--- src/rtl/dbg_range_cmp.sv ---
module dbg_range_cmp #(
  parameter int ADDR_W = 23,
  parameter int DATA_W = 16
) (
  input  logic              clk,
  input  logic              rst_n,
  input  logic              cfg_en,
  input  logic              cfg_outside,
  input  logic              cfg_dq_en,
  input  logic              cfg_tag_lo,
  input  logic              cfg_tag_hi,
  input  logic [ADDR_W-1:0] cfg_lo_addr,
  input  logic [ADDR_W-1:0] cfg_hi_addr,
  input  logic [DATA_W-1:0] cfg_data,
  input  logic [DATA_W-1:0] cfg_mask,
  input  logic              bus_valid,
  input  logic [ADDR_W-1:0] bus_addr,
  input  logic [DATA_W-1:0] bus_data,
  input  logic              bus_rd,
  input  logic              bus_word,
  output logic              match_o,
  output logic              match_rd_o
);
  localparam int LANE_W = DATA_W / 2;
  localparam logic [LANE_W-1:0] LANE_ON  = '1;
  localparam logic [LANE_W-1:0] LANE_OFF = '0;

  logic              at_or_above_lo, at_or_below_hi, in_win, addr_hit;
  logic [DATA_W-1:0] lane_sel, diff;
  logic              data_ok, fire;

  assign at_or_above_lo = bus_addr >= cfg_lo_addr;
  assign at_or_below_hi = bus_addr <= cfg_hi_addr;
  assign in_win         = at_or_above_lo & at_or_below_hi;
  assign addr_hit       = cfg_outside ? ~in_win : in_win;

  always_comb begin
    if (bus_word)         lane_sel = {LANE_ON, LANE_ON};
    else if (bus_addr[0]) lane_sel = {LANE_OFF, LANE_ON};
    else                  lane_sel = {LANE_ON, LANE_OFF};
  end

  assign diff    = (bus_data ^ cfg_data) & cfg_mask & lane_sel;
  assign data_ok = ~cfg_dq_en | (diff == '0);
  assign fire    = bus_valid & cfg_en & addr_hit & data_ok & ~cfg_tag_lo;

  always_ff @(posedge clk) begin
    if (!rst_n) begin
      match_o    <= 1'b0;
      match_rd_o <= 1'b0;
    end else begin
      match_o    <= fire;
      match_rd_o <= fire & bus_rd;
    end
  end


  no_idle_pulse_chk: assert property (@(posedge clk) disable iff (!rst_n)
    !bus_valid |=> !match_o);


  disabled_chk: assert property (@(posedge clk) disable iff (!rst_n)
    !cfg_en |=> !match_o);


  outside_bound_chk: assert property (@(posedge clk) disable iff (!rst_n)
    (bus_valid && cfg_outside && bus_addr >= cfg_lo_addr && bus_addr <= cfg_hi_addr) |=> !match_o);


  tag_lo_chk: assert property (@(posedge clk) disable iff (!rst_n)
    cfg_tag_lo |=> !match_o);


  tag_hi_chk: assert property (@(posedge clk) disable iff (!rst_n)
    (bus_valid && cfg_en && cfg_tag_hi && !cfg_tag_lo && !cfg_dq_en && !cfg_outside &&
     bus_addr >= cfg_lo_addr && bus_addr <= cfg_hi_addr) |=> match_o);


  rd_flag_chk: assert property (@(posedge clk) disable iff (!rst_n)
    (bus_valid && bus_rd) |=> (match_rd_o == match_o));

endmodule

--- config.mk ---
export PLATFORM = sky130hd
export DESIGN_NAME = dbg_range_cmp
export DESIGN_NICKNAME = d
export VERILOG_FILES = /design/src/rtl/dbg_range_cmp.sv
export SDC_FILE = /design/constraint.sdc
export NUM_CORES = 1
export LEC_CHECK = 0
export BUFFER_PORTS_ARGS = -buffer_cell sky130_fd_sc_hd__buf_2
export CAP_MARGIN = 20
export CORE_AREA = 2 2 63 65
export CTS_CLUSTER_SIZE = 28
export DETAILED_ROUTE_END_ITERATION = 8
export DIE_AREA = 0 0 65 67
export PLACE_DENSITY = 0.91
export SKIP_CTS_REPAIR_TIMING = 1
export SYNTH_ARGS = -nofsm -noshare
export SYNTH_HDL_FRONTEND = slang
export SYNTH_SLANG_ARGS = --single-unit
--- constraint.sdc ---
create_clock -name clk -period 2.85 [get_ports clk]
set_clock_uncertainty 0.05 [all_clocks]
set_input_delay 0.4275 -clock clk [delete_from_list [all_inputs] [get_ports clk]]
set_output_delay 0.4275 -clock clk [all_outputs]
set_load 0.02 [all_outputs]
==> results of run 1 <==
-- metal layers --
metal  track usage (%)  routed length, µm
met1              18.9               1560
met2              45.1               2450
met3              3.04                369
met4              3.99                 25
met5                 0                  0
-- cells by family (layout without fill, tap and decap cells) --
logic type,Yosys count,count (layout),share of synthesized area [%]
adder cells (fa/ha/maj),46,46,38.8
multiplexers,1,1,0.759
flip-flops,2,2,2.70
buffers and inverters,47,177,11.9
XOR/XNOR,16,16,9.44
AND/OR/NAND/NOR,39,39,16.2
AO/OA/AOI/OAI,49,49,20.2
-- cell type report --
cell class	instances	share of cell area, %
Multi-Input combinational cell	151	57.1
Sequential cell	2	1.80
Timing Repair Buffer	127	28.6
Tap cell	48	2.70
Inverter	47	7.94
Clock buffer	3	1.86
-- Yosys cell counts --
| master | n |
|---|---|
| a21oi_1 | 18 |
| a21oi_2 | 1 |
| a21boi_0 | 1 |
| nor2b_1 | 3 |
| or3_4 | 1 |
| nand3_1 | 5 |
| a211oi_1 | 2 |
| inv_1 | 47 |
| nor4_2 | 1 |
| a211oi_2 | 1 |
| nor4b_2 | 1 |
| and4_1 | 1 |
| o21ai_0 | 12 |
| mux2_2 | 1 |
| nand3_2 | 1 |
| nand2_1 | 8 |
| a22oi_1 | 8 |
| nor3_1 | 2 |
| ha_1 | 46 |
| xor2_1 | 16 |
| nor2_1 | 5 |
| o41ai_1 | 1 |
| o311a_1 | 1 |
| nand2b_4 | 1 |
| a31oi_1 | 2 |
| a21o_1 | 2 |
| dfxtp_1 | 2 |
| nand4_1 | 9 |
| and4b_1 | 1 |
-- critical path: cells and delay by family --
kind / cells / cell delay [ns]
buf+inv: 2 / 0.21
simple gates: 3 / 0.50
compound gates: 4 / 0.86
fa+ha+maj: 1 / 0.25
-- how the worst max path moves through the flow --
| stage | endpoint | slack (ns) | depth (start not counted) |
|---|---|---|---|
| floorplan | match_rd_o | 0.79 | 9 |
| detailed placement | match_rd_o | 0.43 | 10 |
| global route | match_rd_o | 0.52 | 10 |
| finish | match_rd_o | 0.68 | 10 |
| global placement | match_rd_o | 0.47 | 10 |
| CTS | match_rd_o | 0.64 | 10 |
-- sequential cells by signal, summed over array words and instances, names as in the netlist --
signal / flops
match_o: 1
match_rd_o: 1
-- where the power goes --
part / internal (mW) / switching (mW)
combinational: 0.145 / 0.125
clock: 0.0894 / 0.0235
sequential: 0.0285 / 0.0000697
-- per-stage QoR --
stage	cell area, µm²	utilization [%]	instances
5_1_grt	2220	61.6	378
3_5_place_dp	2180	60.4	375
4_1_cts	2220	61.6	378
3_3_place_gp	2180	60.4	375
2_1_floorplan	1480	-	200
6_report	2220	61.6	378
==> metrics.csv, run 1 <==
metric,value,unit
Final Max Tran Viols,0,
multi-input logic area,1270,µm²
H-Tree Depth,1,
CP Capture Type,register,
Worst Min Path Start,bus_rd,
"CTS clk-pin slew, worst paths",0.03,ns
crit path kind,in -> reg,
Pwr Total,411,µW
total die area,4360,µm²
gr usage total,20.3,%
Worst Path Required,2.93,ns
"Largest stage delay, worst path",0.37,ns
global route total overflow,0,
warning count from the yosys run,0,
Port Buffers,127,
DP HPWL,4200,µm
Fillers,356,
height of the die,67,µm
Via Count,1853,
beginning of the critical path,bus_addr[0],
Synth Area per Inst,7.42,µm²
crit path time final,2.17,ns
"commonest non-fill, non-tap cells in the layout","127 x buf_2, 47 x inv_1, 46 x ha_1",
synthesized area,1480,µm²
Critical Path Source Type,input pin,
Root Buffer,clkbuf_8,
"commonest non-fill, non-tap cell in the layout",buf_2,
Critical Path Fanout Max,3,
status,completed,
Yosys reg bits,2,
CTS Sinks,2,
synth unique cells,29,
Die W,65,µm
cell depth of the worst hold path,3,
RSZ-0062 raised after global routing,no,
nets@finish,505,
Min Hold Slack,0.422,ns
drt first pass iters,3,
RePlAce Congestion,0.776,
I/O pin cnt,129,
Core Area,3610,µm²
TritonCTS buffer count,3,
syn nets,373,
worst vdd ir,0.000195,V
Hold Path Class,in -> reg,
largest cells by area after synthesis,"ha_1 39%, inv_1 12%, xor2_1 9.4%, a21oi_1 6.1%, o21ai_0 4.0%",
initial antenna violation count,0,
# diodes,0,
largest net degree at the start of global routing,5,
Least-Margin Pin Slew,0.320,ns
"critical path, cell by cell","buf_2, inv_1, ha_1, nand2b_4, nand3_2, a211oi_1, o311a_1, nor4b_2, o21ai_0, a211oi_2",
Pleak,1.38,nW
Fin. Hold Viols,0,
final wirelength,4410,µm
antenna-violating nets left,0,
area added between synthesis and finish,49.7,%
final worst slack,0.676,ns
Post-Route Setup TNS,0,ns
Storage cell area,40.0,µm²
layout cell share with drive strength beyond 1,41.8,%
vias in the first global route,1809,
Starting Density,41.2,%
Detailed Route Iter0 Violations,27,
post-synth top area cell,ha_1,
Worst slew margin,78.5,%
crit path max-delay cell type,o311a_1,
fmax,460,MHz
Tcrit/Tclk final,76.3,%
vias per inst,4.90,
maxcap violations,0,
CP Data Arrival Time,2.25,ns
post-DR wirelength/cell,11.7,µm
Synth Instances,200,
clock tree buffer depth,2,
Rows,22,
Power Density,185,nW/µm²
first-pass GRT wire length,6910,µm
CTS tree,built,
dpl ws,0.428,ns
Post-route DRC,0,
part of the Yosys area used for sequential elements,2.70,%
post-synth top area share,38.8,%
Hold EP,match_rd_o,
Finish-stage setup viols,0,
No activity file was read; power rests on OpenSTA's default activity.
==> inputs of run 2 (changes only) <==
Settings changed: CORE_AREA 2 2 63 65 to 2 2 69 71, DIE_AREA 0 0 65 67 to 0 0 71 73, PLACE_DENSITY 0.91 to 0.81.
Clock period 2.85 ns to 1.92 ns, I/O delays scaled along.
==> run 2 against run 1 <==
Global-route usage is 4.6 points lower. Non-clock buffer count is 6 higher. Combinational power is 80% higher. Die area is 19% higher. Wire length is 2.8% higher. Sequential share of layout area is 0.21 points lower.
==> metrics.csv, run 2 (synthesis gave the netlist of run 1 again) <==
metric,value,unit
Finish-stage setup viols,0,
global route total overflow,0,
area added between synthesis and finish,69.5,%
Worst Min Path Start,bus_rd,
Power Internal,434,µW
first-pass GRT wire length,6810,µm
CP Capture Type,register,
vias per inst,4.76,
CTS Sinks,2,
Tcrit/Tclk final,98.2,%
I/O pin cnt,129,
maxcap violations,0,
sequential power share,6.2,%
Hold EP,match_rd_o,
Power Density,275,nW/µm²
clock tree buffer depth,2,
fmax,531,MHz
Detailed Route Iter0 Violations,9,
Clock Power Share,23.9,%
CTS tree,built,
Fin. Hold Viols,0,
Final Max Tran Viols,0,
"commonest non-fill, non-tap cells in the layout","125 x buf_2, 45 x inv_1, 35 x ha_1",
worst vdd ir,0.000336,V
Min Hold Slack,0.262,ns
crit path max-delay cell type,o311a_4,
vias in the first global route,1829,
initial antenna violation count,0,
CP Data Arrival Time,1.97,ns
Via Count,1857,
P_sw,256,µW
antenna-violating nets left,0,
"commonest non-fill, non-tap cell in the layout",buf_2,
cell depth of the worst hold path,3,
# diodes,0,
total die area,5180,µm²
Least-Margin Pin Slew,0.402,ns
Fillers,423,
Die W,71,µm
Worst slew margin,72.9,%
Critical Path Source Type,input pin,
post-DR wirelength/cell,11.6,µm
"critical path, cell by cell","buf_6, ha_4, a21o_1, nand3_2, a21oi_2, o311a_4, nor4b_4, o21ai_2, a211oi_2",
Hold Path Class,in -> reg,
H-Tree Depth,1,
Comb pwr share,69.9,%
Critical Path Fanout Max,2,
Pleak,1.43,nW
Port Buffers,127,
final wirelength,4530,µm
Rows,25,
"CTS clk-pin slew, worst paths",0.03,ns
RePlAce Congestion,0.840,
status,completed,
TritonCTS buffer count,3,
Starting Density,32.7,%
Worst Path Required,2.00,ns
drt first pass iters,3,
Core Area,4540,µm²
crit path time final,1.88,ns
DP HPWL,3900,µm
crit path kind,in -> reg,
layout cell share with drive strength beyond 1,51.5,%
"Largest stage delay, worst path",0.39,ns
Root Buffer,clkbuf_8,
nets@finish,511,
height of the die,73,µm
"Core Util, Final",55.4,%
Post-route DRC,0,
Sw Share,37.1,%
Largest regs,"match_o (1), match_rd_o (1)",
gr usage total,15.7,%
largest net degree at the start of global routing,5,
-- run 2: cell count changes in the layout (fill, tap and decap cells not counted), moves of 2 or more --
cell | previous run | this run
o21ai_0 | 12 | 7
buf_6 | 0 | 2
a21oi_2 | 1 | 5
inv_1 | 47 | 45
o21ai_1 | 0 | 4
buf_2 | 127 | 125
a21oi_1 | 18 | 14
nand2_1 | 8 | 4
ha_4 | 0 | 11
nand2_2 | 0 | 4
ha_1 | 46 | 35
buf_4 | 0 | 6
-- run 2: per-layer routing --
layer	vias to the layer above	global-route usage [%]	wire length, µm
li1	976	-	-
met1	813	16.5	1660
met2	66	33.9	2610
met3	2	1.10	247
met4	0	2.52	15
met5	-	0	0
-- run 2: worst max-delay path by stage --
stage	startpoint	endpoint	slack, ns	depth (start not counted)
2_1_floorplan	bus_addr[0]	match_rd_o	0.003	9
3_3_place_gp	cfg_lo_addr[10]	match_rd_o	-0.26	9
3_5_place_dp	bus_addr[10]	match_rd_o	-0.31	8
4_1_cts	cfg_lo_addr[10]	match_rd_o	-0.09	9
5_1_grt	cfg_lo_addr[9]	match_rd_o	-0.02	9
6_report	bus_addr[4]	match_rd_o	0.04	9
-- run 2: layout make-up --
cell class,count,area [µm²],share of cell area [%]
Multi-Input combinational cell,151,1490,59.4
Timing Repair Buffer,133,693,27.6
Inverter,47,179,7.11
Tap cell,54,67.6,2.69
Clock buffer,3,41.3,1.64
Sequential cell,2,40.0,1.59
-- run 2: stage by stage --
stage	worst slack (ns)	TNS, ns	instance area, µm²	power [mW]	instances
2_1_floorplan	0.00279	0	1480	0.259	200
3_3_place_gp	-0.262	-0.466	2230	0.439	387
3_5_place_dp	-0.309	-0.565	2230	0.455	387
4_1_cts	-0.0865	-0.142	2270	0.625	390
5_1_grt	-0.0241	-0.0303	2510	0.768	390
6_report	0.0354	0	2510	0.691	390
-- run 2: critical path, delay by kind of cell --
family | cells | cell delay, ns
adder cells (fa/ha/maj) | 1 | 0.23
AND/OR/NAND/NOR | 2 | 0.38
buffers and inverters | 1 | 0.10
AO/OA/AOI/OAI | 5 | 0.97
-- run 2: power by group through the flow --
stage                     Clock, mW  Combinational [mW]  Sequential (mW)
after floorplan                   0               0.215           0.0436
after global placement            0               0.396           0.0430
after CTS                     0.169               0.414           0.0425
final                         0.165               0.483           0.0425
after detailed placement          0               0.412           0.0429
after global routing          0.174               0.551           0.0425
